### src/rtl/sonet_bip_gen.sv
module sonet_bip_gen #(
  parameter int W          = 8,
  parameter int MAX_SLICES = 12,
  parameter int LOW_SLICES = 3
) (
  input  logic                    clk,
  input  logic                    rst_n,
  input  logic                    sts12_mode,
  input  logic                    byte_vld,
  input  logic                    frame_start,
  input  logic                    row_start,
  input  logic                    spe_start,
  input  logic                    loh_row,
  input  logic                    toh_col,
  input  logic                    spe_vld,
  input  logic [W-1:0]            pre_byte,
  input  logic [W-1:0]            post_byte,
  output logic [W-1:0]            b1_out,
  output logic [MAX_SLICES*W-1:0] b2_out,
  output logic [W-1:0]            b3_out
);
  localparam int IW = $clog2(MAX_SLICES);

  logic [IW-1:0] idx_q, idx_cur, idx_last;
  logic [W-1:0]  acc1, acc3;
  logic          take_frame, take_spe, b3_hit;

  assign take_frame = byte_vld & frame_start;
  assign take_spe   = byte_vld & spe_start;
  assign b3_hit     = byte_vld & spe_vld & ~toh_col;
  assign idx_last   = sts12_mode ? IW'(MAX_SLICES - 1) : IW'(LOW_SLICES - 1);
  assign idx_cur    = row_start ? '0 : idx_q;

  always_ff @(posedge clk) begin
    if (!rst_n)        idx_q <= '0;
    else if (byte_vld) idx_q <= (idx_cur == idx_last) ? '0 : idx_cur + 1'b1;
  end

  always_ff @(posedge clk) begin
    if (!rst_n) begin
      acc1   <= '0;
      b1_out <= '0;
    end else if (take_frame) begin
      b1_out <= acc1;
      acc1   <= post_byte;
    end else if (byte_vld) begin
      acc1   <= acc1 ^ post_byte;
    end
  end

  always_ff @(posedge clk) begin
    if (!rst_n) begin
      acc3   <= '0;
      b3_out <= '0;
    end else if (take_spe) begin
      b3_out <= acc3;
      acc3   <= b3_hit ? pre_byte : '0;
    end else if (b3_hit) begin
      acc3   <= acc3 ^ pre_byte;
    end
  end

  for (genvar s = 0; s < MAX_SLICES; s++) begin : g_slice
    logic [W-1:0] acc2, res2;
    logic         hit;
    assign hit = byte_vld & loh_row & (idx_cur == IW'(s)) &
                 ((s < LOW_SLICES) | sts12_mode);
    always_ff @(posedge clk) begin
      if (!rst_n) begin
        acc2 <= '0;
        res2 <= '0;
      end else if (take_frame) begin
        res2 <= acc2;
        acc2 <= hit ? pre_byte : '0;
      end else if (hit) begin
        acc2 <= acc2 ^ pre_byte;
      end
    end
    assign b2_out[s*W +: W] = res2;
  end


  slice_range_chk: assert property (@(posedge clk) disable iff (!rst_n)
    idx_q <= idx_last);


  low_mode_upper_zero_chk: assert property (@(posedge clk) disable iff (!rst_n)
    !sts12_mode |-> b2_out[MAX_SLICES*W-1:LOW_SLICES*W] == '0);


  b1_hold_chk: assert property (@(posedge clk) disable iff (!rst_n)
    !take_frame |=> $stable(b1_out));


  b2_hold_chk: assert property (@(posedge clk) disable iff (!rst_n)
    !take_frame |=> $stable(b2_out));


  b3_hold_chk: assert property (@(posedge clk) disable iff (!rst_n)
    !take_spe |=> $stable(b3_out));


  idle_slice_hold_chk: assert property (@(posedge clk) disable iff (!rst_n)
    !byte_vld |=> $stable(idx_q));
endmodule

### config.mk
export PLATFORM = sky130hd
export DESIGN_NAME = sonet_bip_gen
export DESIGN_NICKNAME = d
export VERILOG_FILES = /design/src/rtl/sonet_bip_gen.sv
export SDC_FILE = /design/constraint.sdc
export NUM_CORES = 1
export LEC_CHECK = 0
export ABC_AREA = 1
export ABC_CLOCK_PERIOD_IN_PS = 1700
export BUFFER_PORTS_ARGS = -buffer_cell sky130_fd_sc_hd__buf_2
export CORE_UTILIZATION = 57
export CTS_CLUSTER_SIZE = 20
export DETAILED_ROUTE_END_ITERATION = 7
export GPL_ROUTABILITY_DRIVEN = 0
export HOLD_SLACK_MARGIN = 0.12
export PLACE_DENSITY_LB_ADDON = 0.25
export SLEW_MARGIN = 10
export SYNTH_ARGS = -nofsm -noshare
export SYNTH_HDL_FRONTEND = slang
export SYNTH_SLANG_ARGS = --single-unit
### constraint.sdc
create_clock -name clk -period 1.7 [get_ports clk]
set_clock_uncertainty 0.2 [all_clocks]
set_input_delay 0.17 -clock clk [delete_from_list [all_inputs] [get_ports clk]]
set_output_delay 0.17 -clock clk [all_outputs]
set_load 0.01 [all_outputs]
* Word level (Yosys, flattened, before mapping) *
Index checks and enable logic that the tools add are counted.

storage, ports and cells
  flip-flop bits (word level) = 228
  latch bits = 0
  bits in writable memories = 0
  memory bits (read-only) = 0
  input bits = 26
  output and inout bits = 112
  word-level logic and storage cells = 142
  memories kept = 0

operators by class
  add/subtract/negate cells = 1
  $mul = 0
  div/mod/pow operators = 0
  order comparisons = 0
  equal/unequal tests = 12
  shift operators = 0
  muxes and demuxes = 44
  bitwise logic cells = 41
  reduce and logical (&&, ||, !) cells = 15

operator list
  cell                   number
  $mux W8                41
  $xor A8 B8 Y8          14
  $reduce_bool A2 Y1     14
  $and A1 B1 Y1          26
  $eq A4 B3 Y1 const B   4
  $eq A4 B4 Y1 const B   4
  $mux W4                3
  $eq A4 B2 Y1 const B   2
  $add A4 B1 Y4 const B  1
  $eq A4 B1 Y1 const B   1
  $eq A4 B4 Y1           1
  $logic_not A4 Y1       1
  $not A1 Y1             1

* Logic depth before layout (Yosys ltp) *
Gate-level depths: netlist of run 1.

  depth in word-level cells = 6
  mapped depth = 10
  depth with buffers taken out = 9

* Least setup slack after synthesis of run 1 *
OpenSTA, ideal clock, no wires.

  path type = flip-flop to flip-flop
  start point = register idx_q[2]
  end point = register g_slice[0].acc2[5]
  setup time = 0.118 ns
  arrival time = 1.243 ns
  required time = 1.382 ns
  slack = 0.139 ns
  stages on the path, launching flop included = 8
  path buffers = 1
  clock period less this slack = 1.561 ns
  cell sequence = dfxtp_1 -> o21ai_4 -> nand2_2 -> nor2_4 -> buf_4 -> nand4_1 -> nand2_1 -> nor2_1

between the ends
  cells in the longest elaborated chain, start to end = 5
  elaborated cells on any way between the ends = 6
  classes of those cells = mux (3); bitwise (1); reduce/logical (2)

RTL lines
  element                 line  source
  from (decl)             24    logic [IW-1:0] idx_q, idx_cur, idx_last;
  from (signal assigned)  36    else if (byte_vld) idx_q <= (idx_cur == idx_last) ? '0 : idx_cur + 1'b1;
  $mux W4 (*)             32    assign idx_cur = row_start ? '0 : idx_q;
  $logic_not A4 Y1 (*)    66    assign hit = byte_vld & loh_row & (idx_cur == IW'(s)) &
  $and A1 B1 Y1 (*)       66
  $mux W8                 74    acc2 <= hit ? pre_byte : '0;
  $mux W8                 72    end else if (take_frame) begin
  to (signal assigned)    74
  to (signal assigned)    76    acc2 <= acc2 ^ pre_byte;
  to (decl)               64    logic [W-1:0] acc2, res2;

Every way passes the cells marked *; elsewhere a longest branch is shown, timed or not.
A chain may end at the register's enable or synchronous reset.

* Worst setup path after layout of run 1 *
  start point = register idx_q[1]
  end point = register g_slice[10].acc2[5]

between the ends
  cells in the longest elaborated chain, start to end = 6
  elaborated cells on any way between the ends = 7
  classes of those cells = eq/ne (1); mux (3); bitwise (2); reduce/logical (1)

RTL lines
  element                          line
  $mux W4 (*)                      32
  $eq A4 B4 Y1 (*)                 66
  $and A1 B1 Y1 (*) (2 in series)  66
  $mux W8                          74
  $mux W8                          72
  to (signal assigned)             74
  to (signal assigned)             76
  to (decl)                        64

Marked as above.

==> results_dict.tcl, run 1 <==
set metrics [dict create \
    synth_edf_count 0 \
    fp-row-count 46 \
    dieHeight_um 130 \
    yosysSeqAreaShare_pct 48.7 \
    drcViolationCount 0 \
    io_buffer_count 137 \
    rr_worst_depth 7 \
    synth_top_family_by_area "simple AND/OR/NAND/NOR gates" \
    max_freq_mhz 594 \
    start_util_pct 58.8 \
    ys.flop_type "dfxtp_1" \
    die_area_um2 17000 \
    grt_usage_pct 27.9 \
    worst_slew_pin_slew_ns 0.389 \
    min_path_type "primary input to flip-flop" \
    synth.area.top_cells "dfxtp_1 49%, nor2_1 13%, nand2_1 12%, o21ai_0 8.3%, inv_1 2.5%" \
    synthMuxAreaShare_pct 0 \
    critPathMaxFanout 8 \
    grt_pass1_wl_um 37800 \
    core_um2 15900 \
    synth_compound_area_share_pct 12.8 \
    vias_per_cell 5.22 \
    cap_violations 0 \
    crit_arrival_ns 1.90 \
    critPathLaunchType "flip-flop" \
    setup_tns_ns 0 \
    n_fill_cell 1248 \
    p_per_area_nw_per_um2 1020 \
    p_seq_share_pct 46.9 \
    synth_cell_type_count 27 \
    ios 138 \
    reg2reg_to "g_slice[10].acc2[5]" \
    grt_pass1_vias 8025 \
    antenna_found_initial 1 \
    place_hpwl_um 14800 \
    maxSlewHeadroom_pct 73.8 \
    grt_max_degree 61 \
    worstSetupStartpoint "idx_q[1]" \
    place_area_um2 10400 \
    peakVddDrop_uv 865 \
    cts_buffers 24 \
    yosys_register_bits 228 \
    dr.max_layer_used "met4" \
    wirelength_um 24000 \
    cts_tree "done" \
    finalSetupViolations 0 \
    met2_length_um 11200 \
    dp_cells 1625 \
    synth-simple-area-share_pct 32.0 \
    swShare_pct 24.2 \
    synth_top_cell_by_area "dfxtp_1" \
    synth_xor_area_share_pct 0 \
    nets 1510 \
    synth_fa_ha_area_share_pct 0 \
    drt-initial-drc-count 754 \
    path_class "flip-flop to flip-flop" \
    period_needed_ns 1.68 \
    comb_power_share_pct 9.5 \
    rsz0062_at_grt "true" \
    hp-start "byte_vld" \
    ff2ff_setup_slack_ns 0.02 \
    finalPower_mw 12.0 \
    grt_overflow 0 \
    syn_nets 1345 \
    avgSynthCellArea_um2 7.11 \
    drt-wirelength-per-cell_um 14.0 \
    synth_warnings 0 \
    dr.pass1.iters 7 \
    outcome "finished clean" \
    p_int_mw 9.09 \
    cts_sinks 228 \
    clockBufferDepth 3 \
    synth.top_cell.area_share_pct 48.7 \
    met3_length_um 1690 \
    finalInstanceArea_um2 11800 \
    hold_viol_final 0 \
    required_ns 1.91 \
    syn-cell-area_um2 9380 \
    num_vias 8967 \
    wl_met1_um 10700 \
    h-tree-depth 1 \
    drtAntennaViolNets 0 \
    layout-area-overhead-vs-synth_pct 25.3 \
    cts-root-buf "clkbuf_16" \
    synthCells 1319 \
    endpoint "g_slice[10].acc2[5]" \
    leakage_nw 5.17 \
    cts.clk_slew.worst_paths_ns 0.06 \
    cp-end-kind "flip-flop" \
    r2r-start "idx_q[1]" \
    post-route-period-util_pct 99.1 \
    async_reset_ff_share_pct 0 \
    switching_power_mw 2.90 \
    fp.dieW_um 130 \
    final_util_pct 73.7 \
    clk_latency_ns 0.52 \
    drive_above_1_share_pct 16.8 \
    drv_slew 0 \
    clkPwrFrac_pct 43.6 \
    fin_cells 1719 \
]
-- routing by layer --
metal  global-route usage, %  vias up
met4                    8.00        0
li1                        -     4558
met2                    46.5      276
met5                       0        -
met3                    6.19       39
met1                    36.3     4094
-- Yosys cell counts (3+ instances only) --
cell type and count:
buf_1 10, nor2_4 10, nand3_1 11, o21ai_1 6, nor4_1 8, buf_4 3, inv_2 3, clkbuf_1 42
nand2_2 7, nand2_4 4, o31ai_1 8, nor3_1 33, nand2_1 298, a22oi_1 16, o21ai_0 155, nand4_1 20
buf_2 21, a21oi_1 39, inv_1 62, nor2_2 5, buf_6 4, dfxtp_1 228, nor2_1 322
-- worst min-delay path by stage --
stage,endpoint,cells past startpoint
after CTS,idx_q[2],6
after detailed placement,g_slice[5].res2[5],2
after global placement,g_slice[5].res2[4],2
after global routing,g_slice[8].acc2[7],5
final,g_slice[8].acc2[7],5
after floorplan,acc1[0],2
-- critical path, stage by stage (launching register included) --
cell and delay [ns]:
dfxtp_4 0.39, nand2_2 0.11, nor2_4 0.17, nand2_1 0.11, nor2_4 0.26, nand2_1 0.11
o21ai_1 0.15, nor2_1 0.06
-- stage by stage --
step                      hold WS, ns  setup slack (ns)
final                          0.0634            0.0160
after global routing           0.0998           -0.0774
after CTS                     -0.0739           0.00854
after detailed placement        0.235           -0.0170
after global placement          0.240            0.0362
after floorplan                 0.139             0.139
-- registers in the layout (all words and copies together) (netlist names) --
signal        flops
g_slice.res2     96
b1_out            8
g_slice.acc2     96
idx_q             4
acc1              8
b3_out            8
acc3              8
-- layout make-up --
type / count / area [um^2] / share of cell area (%)
sequential: 228 / 4570 / 38.9
multi-input combinational: 946 / 4240 / 36.1
timing repair buffer: 219 / 1620 / 13.8
clock buffer: 38 / 734 / 6.25
tap: 216 / 270 / 2.30
inverter: 65 / 249 / 2.12
clock inverter: 6 / 61.3 / 0.522
antenna: 1 / 2.50 / 0.0213
-- layout by cell type (no fill, tap or decap), types with 6 or more instances in the layout --
cell             n
nor2_1         322
nand2_1        295
dfxtp_1        224
o21ai_0        143
buf_2          136
inv_1           61
dlygate4sd3_1   43
a21oi_1         39
nor3_1          33
clkbuf_16       25
buf_4           21
nand4_1         20
o21ai_1         18
a22oi_1         16
buf_12          15
nor2_4          12
nand3_1         11
nand2_2          9
nor4_1           8
o31ai_1          7
clkbuf_1         7
clkbuf_8         6
-- power groups by stage --
stage	sequential, mW	combinational, mW	clock [mW]
2_1_floorplan	5.81	0.537	0
6_report	5.63	1.14	5.22
5_1_grt	5.64	1.26	5.51
3_3_place_gp	5.73	1.00	0
3_5_place_dp	5.74	1.02	0
4_1_cts	5.62	1.10	5.27
-- logic make-up (layout without fill, tap and decap cells) --
family | after synthesis | count (layout)
simple gates | 721 | 721
flops | 228 | 228
compound gates | 225 | 225
buf+inv | 145 | 328
other cells | 0 | 1
-- repair_timing --
item,in CTS,in global routing
pin swaps,0,6
cloned,0,0
setup buffers,0,4
gates resized for setup,2,27
endpoints found under the hold margin,228,15
hold buffers,43,2
endpoints found under the setup margin,19,65
(Power assumes the default switching activity.)
==> inputs of run 2 (changes only) <==
--- a/config.mk
+++ b/config.mk
@@ -6,9 +6,9 @@
 export NUM_CORES = 1
 export LEC_CHECK = 0
 export ABC_AREA = 1
-export ABC_CLOCK_PERIOD_IN_PS = 1700
+export ABC_CLOCK_PERIOD_IN_PS = 2100
 export BUFFER_PORTS_ARGS = -buffer_cell sky130_fd_sc_hd__buf_2
-export CORE_UTILIZATION = 57
+export CORE_UTILIZATION = 61
 export CTS_CLUSTER_SIZE = 20
 export DETAILED_ROUTE_END_ITERATION = 7
 export GPL_ROUTABILITY_DRIVEN = 0
==> constraint.sdc (replaced) <==
create_clock -name clk -period 2.1 [get_ports clk]
set_clock_uncertainty 0.2 [all_clocks]
set_input_delay 0.21 -clock clk [delete_from_list [all_inputs] [get_ports clk]]
set_output_delay 0.21 -clock clk [all_outputs]
set_load 0.01 [all_outputs]
==> results_dict.tcl, run 2 (synthesis results as in run 1) <==
set metrics [dict create \
    required_ns 2.34 \
    cts.clk_slew.worst_paths_ns 0.06 \
    cts_setup_buffers 0 \
    post-route-period-util_pct 96.1 \
    drv_slew 0 \
    finalSetupViolations 0 \
    place_area_um2 10200 \
    p_int_mw 6.95 \
    ios 138 \
    drcViolationCount 0 \
    cts_tree "done" \
    crit_arrival_ns 2.26 \
    clkPwrFrac_pct 40.8 \
    nets 1485 \
    multi_input_area_um2 4220 \
    cp-end-kind "flip-flop" \
    hold_viol_final 0 \
    path_class "primary input to flip-flop" \
    clk_latency_ns 0.50 \
    vias_per_cell 5.40 \
    drt-initial-drc-count 875 \
    grt_overflow 0 \
    p_seq_share_pct 49.7 \
    rsz0062_at_grt "false" \
    switching_power_mw 2.22 \
    cts_sinks 228 \
    die_area_um2 15900 \
    start_util_pct 63.6 \
    dieHeight_um 126 \
    period_needed_ns 2.02 \
    layout_commonest_cell "nor2_1" \
    wirelength_um 23600 \
    fp.dieW_um 126 \
    core_um2 14800 \
    num_vias 8947 \
    mostFrequentLayoutCells "322 x nor2_1, 297 x nand2_1, 228 x dfxtp_1" \
    worst_slew_pin_slew_ns 0.412 \
    setup_tns_ns 0 \
    critPathMaxFanout 2 \
    layout-area-overhead-vs-synth_pct 20.0 \
    cts-root-buf "clkbuf_16" \
    io_buffer_count 137 \
    fp-row-count 44 \
    dr.pass1.iters 5 \
    finalInstanceArea_um2 11200 \
    cts_buffers 22 \
    critPathLaunchType "primary input" \
    outcome "finished clean" \
    p_per_area_nw_per_um2 815 \
    drive_above_1_share_pct 15.1 \
    dp_cells 1582 \
    min_path_type "primary input to flip-flop" \
    drt-wirelength-per-cell_um 14.3 \
    clockBufferDepth 3 \
    cap_violations 0 \
    reg.largest.list "g_slice.acc2 (96), g_slice.res2 (96)" \
    leakage_nw 5.00 \
    swShare_pct 24.2 \
    final-seq-area_um2 4560 \
    comb_power_share_pct 9.5 \
    fin_cells 1657 \
    drtAntennaViolNets 0 \
    antenna_found_initial 0 \
    maxSlewHeadroom_pct 72.5 \
    grt_pass1_wl_um 39000 \
    h-tree-depth 1 \
    grt_usage_pct 29.8 \
    place_hpwl_um 14500 \
    n_fill_cell 1113 \
    grt_pass1_vias 8345 \
    max_freq_mhz 496 \
    grt_max_degree 92 \
    antennaDiodeCount 0 \
    peakVddDrop_uv 618 \
]
[run 2: changes by cell type in the layout (fill, tap and decap cells not counted), sizes merged]
| cell | delta |
|---|---|
| bufinv | -1 |
| dlygate4sd3 | -7 |
| buf | -15 |
| dlymetal6s4s | -1 |
| inv | -1 |
| diode | -1 |
| clkinv | -4 |
[run 2: path summary, 6_finish.rpt]
path	slack (ns)	endpoint	depth (start not counted)	start
min reg2reg	0.25	g_slice[5].res2[6]	2	g_slice[5].acc2[6]
min	0.15	g_slice[9].acc2[7]	6	loh_row
max reg2reg	0.27	g_slice[6].acc2[2]	6	idx_q[2]
max	0.08	acc1[1]	6	post_byte[1]
[run 2: metal layers]
metal / share of wire (%) / up-vias / GRT usage [%] / routed length (um)
met1: 42 / 4058 / 38.2 / 10000
met3: 6.7 / 64 / 4.21 / 1590
met4: 3.4 / 0 / 12.5 / 807
met5: 0 / - / 0 / 0
li1: - / 4492 / - / -
met2: 47 / 333 / 50.4 / 11200
[run 2: cell type report]
cell class,count,share of cell area [%]
sequential,228,40.6
inverter,65,2.19
clock buffer,38,5.97
tap,184,2.05
timing repair buffer,196,11.7
multi-input combinational,946,37.5
[run 2: power groups by stage]
stage | logic (mW) | clock network (mW) | registers, mW
CTS | 0.854 | 3.78 | 4.55
detailed placement | 0.794 | 0 | 4.65
global route | 0.955 | 3.98 | 4.57
floorplan | 0.435 | 0 | 4.70
finish | 0.870 | 3.74 | 4.56
global placement | 0.779 | 0 | 4.64
[run 2: worst max-delay path, stage by stage]
cell and delay, ns:
dlygate4sd3_1 0.55, buf_2 0.12, nand2_1 0.07, dlygate4sd3_1 0.57
a21oi_1 0.16, dlygate4sd3_1 0.58
[run 2: repair_timing]
| action | 4_1_cts | 5_1_grt |
|---|---|---|
| resized for setup | 0 | 3 |
| hold buffers | 40 | 0 |
| endpoints found under the hold margin | 155 | 0 |
| endpoints found under the setup margin | 0 | 4 |
[run 2: metrics by stage]
step	total power, mW	util [%]	setup WS [ns]	hold WS (ns)
after global placement	5.42	69.1	0.385	0.237
after global routing	9.50	76.2	0.0224	0.168
after floorplan	5.13	-	0.539	0.179
after detailed placement	5.44	69.1	0.321	0.237
final	9.17	76.2	0.0823	0.152
after CTS	9.18	76.4	0.0214	0.133
==> inputs of run 3 (changes only) <==
--- a/config.mk
+++ b/config.mk
@@ -8,7 +8,8 @@
 export ABC_AREA = 1
 export ABC_CLOCK_PERIOD_IN_PS = 2100
 export BUFFER_PORTS_ARGS = -buffer_cell sky130_fd_sc_hd__buf_2
-export CORE_UTILIZATION = 61
+export CORE_ASPECT_RATIO = 1.75
+export CORE_UTILIZATION = 30
 export CTS_CLUSTER_SIZE = 20
 export DETAILED_ROUTE_END_ITERATION = 7
 export GPL_ROUTABILITY_DRIVEN = 0
==> results_dict.tcl, run 3 (synthesis results as in run 1) <==
set metrics [dict create \
    period_needed_ns 2.05 \
    finalPower_mw 9.55 \
    reg.largest.list "g_slice.acc2 (96), g_slice.res2 (96)" \
    antenna_found_initial 1 \
    setup_tns_ns 0 \
    cts.clk_slew.worst_paths_ns 0.08 \
    place_hpwl_um 17100 \
    cap_violations 0 \
    holdWs_ns 0.252 \
    wirelength_um 25200 \
    fp-row-count 85 \
    grt_pass1_wl_um 40600 \
    ios 138 \
    layout_commonest_cell "nor2_1" \
    outcome "finished clean" \
    grt_usage_pct 15.9 \
    dr.pass1.iters 4 \
    grt_overflow 0 \
    max_freq_mhz 489 \
    grt_max_degree 93 \
    grtUsageMet3_pct 2.13 \
    path_class "primary input to flip-flop" \
    drcViolationCount 0 \
    start_util_pct 30.5 \
    p_per_area_nw_per_um2 830 \
    n_fill_cell 3236 \
    cts_buffers 22 \
    busiest_layer "met2" \
    h-tree-depth 1 \
    cts_sinks 228 \
    crit_path_cell_trace "dlygate4sd3_1, buf_2, inv_6, nand2_1, nor2_2, buf_4, nand2_1, nand4_1, dlygate4sd3_1, a21oi_1" \
    required_ns 2.32 \
    path_delay_family "buffers and inverters" \
    cp-end-kind "flip-flop" \
    drtAntennaViolNets 0 \
    finalWorstSetupSlack_ns 0.0533 \
    dp_cells 1791 \
    io_buffer_count 137 \
    nets 1477 \
    post-route-period-util_pct 97.5 \
    met1_usage_pct 19.0 \
    grt_use_met2_pct 28.8 \
    worst_slew_pin_slew_ns 0.516 \
    vias_per_cell 4.60 \
    cpMaxStageDelayCell "dlygate4sd3_1" \
    hold_viol_final 0 \
    critPathMaxFanout 7 \
    cpPeakStageDelay_ns 0.57 \
    leakage_nw 4.99 \
    drt-wirelength-per-cell_um 13.6 \
    maxSlewHeadroom_pct 65.6 \
    peakVddDrop_uv 527 \
    crit_buf_inv 5 \
    cts-root-buf "clkbuf_16" \
    clk_latency_ns 0.52 \
    clockBufferDepth 3 \
    finalSetupViolations 0 \
    grt_pass1_vias 7858 \
    die_area_um2 32000 \
    drt-initial-drc-count 374 \
    fp.dieW_um 136 \
    fin_cells 1858 \
    dp_slack_ns 0.319 \
    drive_above_1_share_pct 16.0 \
    core_um2 30700 \
    drv_slew 0 \
    min_path_type "flip-flop to flip-flop" \
    crit_arrival_ns 2.27 \
    dieHeight_um 236 \
    layout-area-overhead-vs-synth_pct 22.8 \
    critPathLaunchType "primary input" \
    cts_tree "done" \
    num_vias 8542 \
    mostFrequentLayoutCells "322 x nor2_1, 297 x nand2_1, 228 x dfxtp_1" \
]
==> run 3: worst paths after layout <==
check                                     endpoint               start  cells past startpoint  slack (ns)
worst max-delay path                      idx_q[3]           row_start                     10        0.05
worst min-delay path            g_slice[5].res2[4]  g_slice[5].acc2[4]                      2        0.25
worst max register to register            idx_q[3]            idx_q[3]                      7        0.09
worst min register to register  g_slice[5].res2[4]  g_slice[5].acc2[4]                      2        0.25
==> run 3: routing by layer <==
metal	wire (um)	up-vias
met5	0	-
met4	452	0
met3	1040	24
met2	12900	154
met1	10900	3886
li1	-	4478
==> run 3: final cells by class <==
class                           count  area, um^2  share of cell area (%)
Sequential cell                   228        4560                    39.7
Multi-Input combinational cell    946        4210                    36.6
Timing Repair Buffer              188        1240                    10.8
Clock buffer                       30         652                    5.66
Tap cell                          391         489                    4.25
Inverter                           65         251                    2.18
Clock inverter                      9         104                   0.902
Antenna cell                        1        2.50                  0.0217
==> run 3: power breakdown <==
group	internal (mW)	leakage [nW]	switching [mW]
clock	2.43	0.370	1.72
sequential	4.47	1.86	0.0756
combinational	0.304	2.76	0.551
==> run 3: tightest hold or removal path: cells and delay by family, from the launching register on <==
kind | cells | cell delay (ns)
buffers and inverters | 1 | 0.05
AOI/OAI and AO/OA | 1 | 0.05
DFF | 1 | 0.32
==> run 3: through the flow <==
step / area, um^2 / util (%)
final: 11500 / 37.5
after global routing: 11500 / 37.5
after CTS: 11500 / 37.4
after detailed placement: 10500 / 34.1
after global placement: 10500 / 34.1
after floorplan: 9380 / -
==> run 3: repair_timing <==
action | 4_1_cts | 5_1_grt
endpoints found under the setup margin | 0 | 1
hold endpoints to repair | 194 | 0
resized for setup | 0 | 2
buffers inserted | 0 | 1
hold buffers | 26 | 0
